[src/rtl/bip8_err_counter.sv]
module bip8_err_counter #(
  parameter int CNT_W     = 16,
  parameter bit PATH_MODE = 1'b1
) (
  input  logic             clk,
  input  logic             rst_n,
  input  logic             byte_vld,
  input  logic [7:0]       byte_in,
  input  logic             frame_start,
  input  logic             bip_mark,
  input  logic             oof,
  input  logic             lop,
  input  logic             blk_mode,
  input  logic             latch_stb,
  output logic [CNT_W-1:0] latched_cnt,
  output logic             frame_err
);

  localparam logic [CNT_W-1:0] CNT_MAX = '1;

  logic [7:0]       acc, ref_par, mism;
  logic             acc_ok, ref_ok, hold, chk;
  logic [3:0]       nbits, inc;
  logic [CNT_W:0]   sum;
  logic [CNT_W-1:0] run_cnt, run_nxt;

  assign hold = oof | (PATH_MODE & lop);
  assign chk  = byte_vld & bip_mark & ref_ok & ~hold;
  assign mism = byte_in ^ ref_par;

  always_comb begin
    nbits = '0;
    for (int i = 0; i < 8; i++) nbits = nbits + {3'b000, mism[i]};
  end

  assign inc     = !chk ? 4'd0 : (blk_mode ? {3'b000, |mism} : nbits);
  assign sum     = {1'b0, run_cnt} + (CNT_W+1)'(inc);
  assign run_nxt = latch_stb ? CNT_W'(inc) : (sum[CNT_W] ? CNT_MAX : sum[CNT_W-1:0]);

  always_ff @(posedge clk) begin
    if (!rst_n) begin
      acc     <= '0;
      acc_ok  <= 1'b0;
      ref_par <= '0;
      ref_ok  <= 1'b0;
    end else begin
      if (byte_vld) begin
        acc <= frame_start ? byte_in : (acc ^ byte_in);
        if (frame_start) begin
          ref_par <= acc;
          ref_ok  <= acc_ok & ~hold;
        end
      end
      if (hold) begin
        acc_ok <= 1'b0;
        ref_ok <= 1'b0;
      end else if (byte_vld && frame_start) begin
        acc_ok <= 1'b1;
      end
    end
  end

  always_ff @(posedge clk) begin
    if (!rst_n || hold) begin
      run_cnt     <= '0;
      latched_cnt <= '0;
      frame_err   <= 1'b0;
    end else begin
      run_cnt   <= run_nxt;
      frame_err <= (inc != 4'd0);
      if (latch_stb) latched_cnt <= run_cnt;
    end
  end

  a_r7_hold_clears: assert property (@(posedge clk) disable iff (!rst_n)
    hold |=> (latched_cnt == '0) && (run_cnt == '0) && !frame_err);

  a_r5_no_wrap: assert property (@(posedge clk) disable iff (!rst_n)
    (!latch_stb && !hold) |=> run_cnt >= $past(run_cnt));

  a_r2_bit_step: assert property (@(posedge clk) disable iff (!rst_n)
    (!blk_mode && !latch_stb && !hold) |=> (run_cnt - $past(run_cnt)) <= CNT_W'(8));

  a_r3_blk_step: assert property (@(posedge clk) disable iff (!rst_n)
    (blk_mode && !latch_stb && !hold) |=> (run_cnt - $past(run_cnt)) <= CNT_W'(1));

  a_r6_latch_copy: assert property (@(posedge clk) disable iff (!rst_n)
    (latch_stb && !hold) |=> latched_cnt == $past(run_cnt));

  a_r4_err_after_bip: assert property (@(posedge clk) disable iff (!rst_n)
    frame_err |-> $past(byte_vld && bip_mark));

  a_r9_no_check_unarmed: assert property (@(posedge clk) disable iff (!rst_n)
    (byte_vld && bip_mark && !ref_ok && !latch_stb) |=> run_cnt == $past(run_cnt) || $past(hold));

endmodule

[config.mk]
export PLATFORM = sky130hd
export DESIGN_NAME = bip8_err_counter
export DESIGN_NICKNAME = d
export VERILOG_FILES = /design/src/rtl/bip8_err_counter.sv
export SDC_FILE = /design/constraint.sdc
export NUM_CORES = 1
export LEC_CHECK = 0
export BUFFER_PORTS_ARGS = -buffer_cell sky130_fd_sc_hd__buf_4
export CAP_MARGIN = 20
export CELL_PAD_IN_SITES_DETAIL_PLACEMENT = 1
export CELL_PAD_IN_SITES_GLOBAL_PLACEMENT = 2
export CORE_ASPECT_RATIO = 0.7
export CORE_UTILIZATION = 38
export CTS_CLUSTER_DIAMETER = 60
export DETAILED_ROUTE_END_ITERATION = 12
export GPL_TIMING_DRIVEN = 0
export PLACE_DENSITY = 0.93
export SYNTH_ARGS = -nofsm -noshare
export SYNTH_HDL_FRONTEND = slang
export SYNTH_SLANG_ARGS = --single-unit
[constraint.sdc]
create_clock -name clk -period 13.3 [get_ports clk]
set_input_delay 2.66 -clock clk [delete_from_list [all_inputs] [get_ports clk]]
set_output_delay 2.66 -clock clk [all_outputs]
set_load 0.03 [all_outputs]
==> qor_table.md, run 1 <==
| Metric | Value | Unit |
|---|---|---|
| Antenna cell count | 0 | - |
| Power after layout | 292 | uW |
| Most instantiated flip-flop cell in the synthesis netlist | dfxtp_1 | - |
| Share of async-settable or async-resettable flops after synthesis | 0 | % |
| Die extent in x | 101 | um |
| Final Critical Period | 7410 | ps |
| Final WS setup | 5890 | ps |
| Total clock buffers created by CTS | 5 | - |
| Routability Congestion | 0.796 | - |
| H-tree levels | 2 | - |
| Via count of the first global-routing pass | 2,225 | - |
| Total routing resource utilization after global routing | 19.9 | % |
| Final nets | 359 | - |
| Total clock sinks | 51 | - |
| Global-route wire length before repair | 11,100 | um |
| Vias post-DR | 2,192 | - |
| Post-cts gate resize count | 0 | - |
| Synthesized netlist net count | 320 | - |
| Number of logic stages on the critical path including buffering | 16 | - |
| Placed inst area | 2940 | um^2 |
| EDFF count, synth | 0 | - |
| Number of remaining DRC errors | 0 | - |
| Count of endpoints failing hold in the final timing report | 0 | - |
| Dominant cell type by area after synthesis | dfxtp_1 | - |
| Worst setup path start | byte_in[0] | - |
| Cell family with most CP delay | adder cells | - |
| Number of buffers inserted by hold repair at cts | 0 | - |
| Clock Path Buffers | 2 | - |
| Final clock skew | 6.71 | ps |
| Clock-pin slew on the worst setup and hold paths | 100 | ps |
| Most Frequent Cell on Critical Path | fa_1 | - |
| Share of layout cells above drive strength 1 | 15.2 | % |
| Clk Latency, worst-skew pair | 310 | ps |
| Number of synthesized register bits | 51 | - |
| Area fraction of the dominant cell type after synthesis | 39.4 | % |
| Maximum capacitance violations | 0 | - |
| Setup slack after placement | 5560 | ps |
| CTS tree | done | - |
| Worst VDD drop | 37.9 | uV |
| Number of rows in the core area | 24 | - |
| Final non-filler cell area | 3030 | um^2 |
| Launching element type of the critical path | input port | - |
| HPWL Detailed | 4980 | um |
| Post-synthesis instance area | 2590 | um^2 |
| Worst rel slew slack | 55.7 | % |
| Largest net degree at the start of global routing | 16 | - |
| Worst reg2reg path endpoint | run_cnt[2] | - |
| Setup repair after global routing missed its margin | no | - |
| Worst hold start | acc_ok | - |
| Starting DRC count in detailed routing | 98 | - |
| CP Capture Point | run_cnt[2] | - |
| Per-cell via count in the routed design | 5.21 | - |
| Worst-Margin Slew | 664 | ps |
| Critical path fanouts, max | 10 | - |
| Highest attainable clock frequency | 135 | MHz |
| Post-CTS setup buffers | 0 | - |
| Setup_tns | 0 | ps |
| Total I/O pin count | 34 | - |
| IO buf count | 32 | - |
| Cell at the slowest stage of the critical path | a21oi_1 | - |
| Worst min path class | flop to flop | - |
| Class of the most critical setup path | input port to flop | - |
| Area Overhead vs Synth | 17.0 | % |
| Average footprint of a synthesized cell | 8.93 | um^2 |
| Portion of the post-synthesis area used by sequential elements | 39.4 | % |
| DRT Pass-1 Iters | 4 | - |
| Number of antenna violations at the first check in global routing | 0 | - |
| Outcome | completed | - |
| Reg-to-reg slack, setup | 8030 | ps |
| Critical path endpoint category | flop | - |
| Slowest cell delay on critical path | 560 | ps |
| Pwr/cell area | 96.4 | nW/um^2 |
| Final number of setup-violating endpoints | 0 | - |
| Vertical die dimension | 71.1 | um |
| Antenna Violating Nets Remaining | 0 | - |
| Number of distinct library cells after synthesis | 46 | - |
| Total gr overflow | 0 | - |
| Final Cycle Share | 55.7 | % |
| Die outline area | 7150 | um^2 |
| Worst endpoint data arrival time | 7630 | ps |
| Leakage power of the design | 0.00115 | uW |
| Number of warning messages in the yosys log | 0 | - |
| Core Box Area | 6400 | um^2 |
| Routed length per placed instance | 15.6 | um |
| Initial core utilization | 40.5 | % |
| Clk root buf | clkbuf_8 | - |
| Worst path cell trace | buf_4, xnor2_1, fa_1, inv_1, fa_1, inv_1, fa_1, inv_1, ha_1, fa_1, nand2_1, fa_1, nand2b_1, a21oi_1, nand3_2, a311oi_1 | - |
| Count of mapped cells out of synthesis | 290 | - |
| DRT Wirelength | 6560 | um |
| Worst R2R Path Depth | 15 | - |
| Top post-synthesis cells by area | dfxtp_1 39%, mux2i_1 6.2%, nand2_1 3.9%, fa_1 3.9%, ha_1 3.9% | - |
| Bufs and invs on worst path | 4 | - |
| R2r startpoint | ref_par[0] | - |
| Most numerous cell types in the synthesized netlist | 51 x dfxtp_1, 27 x nand2_1, 23 x nor2_1 | - |
| Worst path required time | 13,520 | ps |
| Most frequently used cell type in the post-synthesis netlist | dfxtp_1 | - |
| Final count of pins violating max slew | 0 | - |
[cell type report]
class,count,area (um^2)
well taps,91,114
multi-input cells,210,1450
flip-flops and latches,51,1020
inverters,17,63.8
plain buffers,12,52.6
clock buffers,6,72.6
fillers,785,3370
clock inverters,2,12.5
repair buffers,32,240
[worst reg2reg max path, stage by stage (launching register included)]
cell	delay, ps
dfxtp_1	330
xnor2_1	190
fa_1	550
inv_1	50
fa_1	550
inv_1	60
fa_1	530
inv_1	40
ha_1	220
fa_1	540
nand2_1	100
fa_1	450
nand2b_1	240
a21oi_1	560
nand3_2	390
a311oi_1	370
[power breakdown]
group,leakage [uW],internal (uW),switching [uW]
logic,0.000700,18.9,25.8
clock network,0.0000412,36.9,53.6
registers,0.000413,155,1.81
[worst min-delay path by stage]
stage / endpoint / slack, ps / cells after the start
CTS: ref_ok / 470 / 2
detailed placement: ref_ok / 460 / 2
global placement: ref_ok / 440 / 2
floorplan: ref_ok / 430 / 2
finish: ref_ok / 470 / 2
global route: ref_ok / 490 / 2
[layout by cell type (no fill, tap or decap), types with 5 or more instances in the layout]
cell,n
a211oi_1,5
a21boi_0,9
clkbuf_1,9
nand3_1,6
ha_1,8
inv_1,17
a31oi_1,6
mux2i_1,16
nor2_1,23
xnor2_1,9
clkbuf_8,5
fa_1,5
nand2_1,27
o21ai_0,13
nand2b_1,9
a32oi_1,7
dfxtp_1,51
a21oi_1,13
nor2b_1,10
xor2_1,5
buf_4,33
[metrics by stage]
stage / instances / hold slack (ps) / util (%)
after global routing: 421 / 490 / 47.3
after floorplan: 290 / 432 / -
final: 421 / 470 / 47.3
after CTS: 421 / 472 / 47.3
after detailed placement: 413 / 459 / 46.0
after global placement: 413 / 440 / 46.0
[flip-flops by register name (all words and copies together) (netlist names)]
| register | flops |
|---|---|
| acc | 8 |
| ref_par | 8 |
| latched_cnt | 16 |
| run_cnt | 16 |
| frame_err | 1 |
| ref_ok | 1 |
| acc_ok | 1 |
[per-layer routing]
layer / part of all wire [%] / vias up / track usage, %
met4: 0.81 / 0 / 4.83
met2: 41 / 31 / 29.1
li1: - / 1094 / -
met5: 0 / - / 0
met3: 2.8 / 4 / 3.26
met1: 56 / 1063 / 30.4
[logic make-up (layout without fill, tap and decap cells)]
kind of cell / after synthesis / in the layout / share of synthesized area, %
multiplexers: 17 / 17 / 6.62
flip-flops: 51 / 51 / 39.4
XOR/XNOR: 14 / 14 / 4.74
adder cells (fa/ha/maj): 13 / 13 / 7.73
buffers and inverters: 29 / 69 / 4.49
AO/OA/AOI/OAI: 67 / 67 / 17.3
AND/OR/NAND/NOR: 99 / 99 / 19.7
(Power assumes the default switching activity.)
==> run 2: changes to the inputs <==
--- a/config.mk
+++ b/config.mk
@@ -10,11 +10,11 @@
 export CELL_PAD_IN_SITES_DETAIL_PLACEMENT = 1
 export CELL_PAD_IN_SITES_GLOBAL_PLACEMENT = 2
 export CORE_ASPECT_RATIO = 0.7
-export CORE_UTILIZATION = 38
+export CORE_UTILIZATION = 32
 export CTS_CLUSTER_DIAMETER = 60
 export DETAILED_ROUTE_END_ITERATION = 12
 export GPL_TIMING_DRIVEN = 0
-export PLACE_DENSITY = 0.93
+export PLACE_DENSITY = 0.84
 export SYNTH_ARGS = -nofsm -noshare
 export SYNTH_HDL_FRONTEND = slang
 export SYNTH_SLANG_ARGS = --single-unit
==> constraint.sdc (replaced) <==
create_clock -name clk -period 5.94 [get_ports clk]
set_input_delay 1.188 -clock clk [delete_from_list [all_inputs] [get_ports clk]]
set_output_delay 1.188 -clock clk [all_outputs]
set_load 0.03 [all_outputs]
==> run 2 against run 1 <==
Clock-buffer cell count did not move. Critical path type unchanged. Critical endpoint unchanged. Highest routed layer unchanged. Sequential power increased by 120%. Global-route usage decreased by 2.7 points. Final area grew 3.5%. Sequential share of layout area decreased by 1.1 points. Routed wire length rose by 2.4%. Core utilization fell by 7.4 points. Clock skew shrank 1.5 ps.
==> qor_table.md, run 2 (synthesis results as in run 1) <==
| Metric | Value | Unit |
|---|---|---|
| Leakage power of the design | 0.00120 | uW |
| Leading registers by flop count | latched_cnt x16, run_cnt x16 | - |
| DRT Wirelength | 6720 | um |
| Met3 GRT Util | 4.76 | % |
| Setup_tns | 0 | ps |
| Worst Hold Depth | 2 | - |
| Starting DRC count in detailed routing | 79 | - |
| Slowest cell delay on critical path | 560 | ps |
| Setup repair after global routing missed its margin | no | - |
| R2r startpoint | ref_par[1] | - |
| Final number of setup-violating endpoints | 0 | - |
| IO buf count | 32 | - |
| Count of endpoints failing hold in the final timing report | 0 | - |
| Vias post-DR | 2,203 | - |
| Worst-Margin Slew | 765 | ps |
| DRT Pass-1 Iters | 4 | - |
| Clk root buf | clkbuf_16 | - |
| Power after layout | 791 | uW |
| Setup slack after placement | -305 | ps |
| Most common library cell in the layout ignoring fill and taps | dfxtp_1 | - |
| Routability Congestion | 0.742 | - |
| Die extent in x | 110 | um |
| Number of rows in the core area | 27 | - |
| Area Overhead vs Synth | 21.0 | % |
| Vertical die dimension | 77.3 | um |
| Met2 Use GR | 26.3 | % |
| Sequential cell area | 1020 | um^2 |
| HPWL Detailed | 4970 | um |
| Final non-filler cell area | 3130 | um^2 |
| Hold worst-path end | ref_ok | - |
| Reg-to-reg slack, setup | 880 | ps |
| Share of layout cells above drive strength 1 | 15.8 | % |
| Number of buffers inserted by hold repair at cts | 0 | - |
| Number of placed instances, taps included | 423 | - |
| Most used cells in the layout excluding fill and tap cells | 51 x dfxtp_1, 33 x buf_4, 27 x nand2_1 | - |
| Critical path fanouts, max | 10 | - |
| Worst reg2reg path endpoint | run_cnt[2] | - |
| Maximum capacitance violations | 0 | - |
| Number of non-filler instances in the completed layout | 431 | - |
| Clock Path Buffers | 2 | - |
| Final Cycle Share | 96.8 | % |
| Total routing resource utilization after global routing | 17.3 | % |
| Clk Latency, worst-skew pair | 290 | ps |
| Number of remaining DRC errors | 0 | - |
| Core Box Area | 7840 | um^2 |
| Antenna Violating Nets Remaining | 0 | - |
| Worst path cell trace | buf_4, xnor2_1, fa_1, inv_1, fa_1, inv_1, fa_1, inv_1, ha_1, fa_1, nand2_1, fa_1, nand2b_1, a21oi_2, nand3_2, a311oi_1 | - |
| Number of antenna violations at the first check in global routing | 0 | - |
| Global-route wire length before repair | 11,100 | um |
| Pwr/cell area | 253 | nW/um^2 |
| Worst VDD drop | 210 | uV |
| Via count of the first global-routing pass | 2,286 | - |
| Area of the multi-input gates | 1460 | um^2 |
| Final count of pins violating max slew | 0 | - |
| Worst endpoint data arrival time | 5950 | ps |
| Cell at the slowest stage of the critical path | fa_1 | - |
| H-tree levels | 2 | - |
| Total I/O pin count | 34 | - |
| Final Critical Period | 5750 | ps |
| Final clock skew | 5.17 | ps |
| Critical path endpoint category | flop | - |
| Routed length per placed instance | 15.6 | um |
| Class of the most critical setup path | input port to flop | - |
| FILL cells | 940 | - |
| Fraction of met1 tracks used by global routing | 24.0 | % |
| Per-cell via count in the routed design | 5.11 | - |
| Most crowded layer after global routing | met2 | - |
| Launching element type of the critical path | input port | - |
| CTS tree | done | - |
| Total clock buffers created by CTS | 5 | - |
| Final WS setup | 189 | ps |
| Die outline area | 8460 | um^2 |
| Antenna cell count | 0 | - |
| Worst rel slew slack | 49.0 | % |
| Placed inst area | 2960 | um^2 |
| Total clock sinks | 51 | - |
| Worst path required time | 6140 | ps |
| Outcome | completed | - |
| Worst hold start | acc_ok | - |
| Worst R2R Path Depth | 15 | - |
| Initial core utilization | 33.0 | % |
| Final nets | 359 | - |
| Clock-pin slew on the worst setup and hold paths | 70 | ps |
| Most Frequent Cell on Critical Path | fa_1 | - |
| Worst min path class | flop to flop | - |
| Highest attainable clock frequency | 174 | MHz |
| Total gr overflow | 0 | - |
| Largest net degree at the start of global routing | 16 | - |
## run 2: power by group
group | switching [uW] | internal, uW
logic | 58.2 | 42.2
registers | 3.93 | 347
clock network | 130 | 210
total | 192 | 599
## run 2: worst max path at each step
stage | from | to
floorplan | byte_in[0] | run_cnt[1]
global placement | byte_in[0] | run_cnt[2]
detailed placement | byte_in[0] | run_cnt[2]
CTS | byte_in[0] | run_cnt[2]
global route | byte_in[0] | run_cnt[1]
finish | byte_in[0] | run_cnt[2]
## run 2: timing repair
item                                    CTS  global route
buffers inserted                          0             0
endpoints found under the setup margin    1             0
gates resized for setup                   1             0
## run 2: per-layer routing
metal	up-vias	routed length, um
met5	-	0
met4	0	54
met3	7	213
met2	28	2900
met1	1074	3560
li1	1094	-
## run 2: area by class of cell
type                            count  area share, %
Clock inverter                      2           1.12
Sequential cell                    51           32.6
Tap cell                          101           4.03
Inverter                           17           2.04
Buffer                             12           1.68
Clock buffer                        6           4.43
Multi-Input combinational cell    210           46.4
Timing Repair Buffer               32           7.67
## run 2: critical path: cells and delay by family
kind | cells | cell delay (ps)
fa+ha+maj | 6 | 2840
compound gates | 2 | 750
simple gates | 3 | 700
buf+inv | 4 | 260
xor+xnor | 1 | 190
## run 2: stage by stage
stage	utilization (%)	hold slack [ps]
floorplan	-	432
global placement	37.7	450
detailed placement	37.7	465
CTS	40.0	482
global route	40.0	500
finish	40.0	474
==> run 3: changes to the inputs <==
--- a/config.mk
+++ b/config.mk
@@ -6,7 +6,7 @@
 export NUM_CORES = 1
 export LEC_CHECK = 0
 export BUFFER_PORTS_ARGS = -buffer_cell sky130_fd_sc_hd__buf_4
-export CAP_MARGIN = 20
+export CAP_MARGIN = 30
 export CELL_PAD_IN_SITES_DETAIL_PLACEMENT = 1
 export CELL_PAD_IN_SITES_GLOBAL_PLACEMENT = 2
 export CORE_ASPECT_RATIO = 0.7
@@ -14,7 +14,7 @@
 export CTS_CLUSTER_DIAMETER = 60
 export DETAILED_ROUTE_END_ITERATION = 12
 export GPL_TIMING_DRIVEN = 0
-export PLACE_DENSITY = 0.84
+export PLACE_DENSITY = 0.75
 export SYNTH_ARGS = -nofsm -noshare
 export SYNTH_HDL_FRONTEND = slang
 export SYNTH_SLANG_ARGS = --single-unit
==> run 3 against run 2 <==
Fmax increased by 2.8%. Register-to-register slack improved by 150 ps. Worst hold slack got worse by 13 ps. Setup slack improved by 160 ps. Non-clock buffer count unchanged. Clock power decreased by 16%. First-iteration DRC count decreased by 3.8%. Via count decreased by 0.50%. Clock skew increased by 1.3 ps. Core utilization decreased by 0.32 points.
==> qor_table.md, run 3 (synthesis results as in run 1) <==
| Metric | Value | Unit |
|---|---|---|
| Outcome | completed | - |
| CTS tree | done | - |
| Count of endpoints failing hold in the final timing report | 0 | - |
| Number of buffers inserted by hold repair at cts | 0 | - |
| Most used cells in the layout excluding fill and tap cells | 51 x dfxtp_1, 33 x buf_4, 27 x nand2_1 | - |
| Cell at the slowest stage of the critical path | fa_1 | - |
| Setup_tns | 0 | ps |
| H-tree levels | 2 | - |
| Antenna cell count | 0 | - |
| Setup slack after placement | -323 | ps |
| R2r startpoint | ref_par[0] | - |
| Most Frequent Cell on Critical Path | fa_1 | - |
| Core Box Area | 7840 | um^2 |
| Largest net degree at the start of global routing | 16 | - |
| Clk root buf | clkbuf_16 | - |
| Total gr overflow | 0 | - |
| Worst path required time | 6140 | ps |
| Worst R2R Path Depth | 15 | - |
| Worst VDD drop | 117 | uV |
| Per-cell via count in the routed design | 5.09 | - |
| Final count of pins violating max slew | 0 | - |
| IO buf count | 32 | - |
| Number of antenna violations at the first check in global routing | 0 | - |
| Launching element type of the critical path | input port | - |
| Leakage power of the design | 0.00118 | uW |
| Antenna Violating Nets Remaining | 0 | - |
| Total clock buffers created by CTS | 5 | - |
| Die outline area | 8460 | um^2 |
| Slowest cell delay on critical path | 570 | ps |
| Most common library cell in the layout ignoring fill and taps | dfxtp_1 | - |
| Clk Latency, worst-skew pair | 300 | ps |
| Clock Path Buffers | 2 | - |
| Worst-Margin Slew | 686 | ps |
| Clock-pin slew on the worst setup and hold paths | 70 | ps |
| Worst endpoint data arrival time | 5790 | ps |
| Leading registers by flop count | latched_cnt x16, run_cnt x16 | - |
| Post-layout utilization of the core | 39.7 | % |
| Class of the most critical setup path | input port to flop | - |
| Vertical die dimension | 77.3 | um |
| Share of layout cells above drive strength 1 | 15.5 | % |
| Worst path cell trace | buf_4, xnor2_1, fa_1, inv_1, fa_1, inv_1, fa_1, inv_1, ha_1, fa_1, nand2_1, fa_1, nand2b_1, a21oi_4, nand3_2, a311oi_1 | - |
| Pwr/cell area | 237 | nW/um^2 |
| Total routing resource utilization after global routing | 17.4 | % |
| Reg-to-reg slack, setup | 1030 | ps |
| Cell family with most CP delay | adder cells | - |
| Worst setup path start | byte_in[0] | - |
| FILL cells | 929 | - |
| Critical path fanouts, max | 10 | - |
| Critical path endpoint category | flop | - |
| Final clock skew | 6.50 | ps |
| Number of logic stages on the critical path including buffering | 16 | - |
| Maximum capacitance violations | 0 | - |
| Total I/O pin count | 34 | - |
| Highest attainable clock frequency | 179 | MHz |
| Die extent in x | 110 | um |
| Routed length per placed instance | 15.4 | um |
| Worst rel slew slack | 54.2 | % |
| Hold WS | 461 | ps |
| DRT Wirelength | 6650 | um |
| Bufs and invs on worst path | 4 | - |
| Number of rows in the core area | 27 | - |
| Number of remaining DRC errors | 0 | - |
| Final WS setup | 348 | ps |
| CP Capture Point | run_cnt[1] | - |
| Worst reg2reg path endpoint | run_cnt[1] | - |
| Final Critical Period | 5590 | ps |
| DRT Pass-1 Iters | 4 | - |
| Setup repair after global routing missed its margin | no | - |
| Global-route wire length before repair | 11,200 | um |
| Initial core utilization | 33.0 | % |
| Area Overhead vs Synth | 20.1 | % |
| Vias post-DR | 2,192 | - |
| HPWL Detailed | 5020 | um |
| Total clock sinks | 51 | - |
| Final nets | 359 | - |
| Via count of the first global-routing pass | 2,133 | - |
| Starting DRC count in detailed routing | 76 | - |
| Routability Congestion | 0.721 | - |
| Final number of setup-violating endpoints | 0 | - |
| Final Cycle Share | 94.1 | % |
| Worst min path class | flop to flop | - |
[run 3: cell types whose count changed in the layout (fill, tap and decap cells not counted)]
cell and change:
a21oi_4 +1, clkinvlp_4 +1, a21oi_2 -1, bufinv_16 -1
clkbuf_8 -1, clkbuf_1 +1
[run 3: worst min-delay path, stage by stage, from the launching register on]
cell and delay (ps):
dfxtp_1 310, nand2_1 50, a21oi_1 50
[run 3: area by class of cell]
type | count | area [um^2] | area share, %
Multi-Input combinational cell | 210 | 1460 | 47.1
Sequential cell | 51 | 1020 | 32.9
Timing Repair Buffer | 32 | 240 | 7.73
Clock buffer | 6 | 129 | 4.15
Tap cell | 101 | 126 | 4.07
Inverter | 17 | 63.8 | 2.05
Buffer | 12 | 52.6 | 1.69
Clock inverter | 2 | 12.5 | 0.403
[run 3: where the power goes]
part           leakage, uW  internal (uW)  switching [uW]
clock            0.0000669            156             130
sequential        0.000413            347            3.86
combinational     0.000700           42.2            58.5
[run 3: worst min path at each step]
stage,startpoint,to,depth (start not counted)
CTS,ref_ok,ref_ok,2
detailed placement,acc_ok,ref_ok,2
finish,acc_ok,ref_ok,2
global placement,acc_ok,ref_ok,2
global route,ref_ok,ref_ok,2
floorplan,acc_ok,ref_ok,2
[run 3: what timing repair did]
action,4_1_cts,5_1_grt
buffers inserted,0,0
setup endpoints to repair,2,2
resized for setup,1,1
[run 3: through the flow]
stage / power [uW] / area [um^2] / cells
floorplan: 426 / 2590 / 290
global placement: 458 / 2960 / 423
detailed placement: 462 / 2960 / 423
CTS: 749 / 3100 / 431
global route: 776 / 3110 / 431
finish: 737 / 3110 / 431
[run 3: per-layer routing]
layer | wire length, um | global-route usage [%] | vias to the layer above
met1 | 3700 | 26.7 | 1059
li1 | - | - | 1095
met3 | 197 | 3.83 | 8
met4 | 79 | 4.80 | 0
met2 | 2670 | 23.8 | 30
met5 | 0 | 0 | -
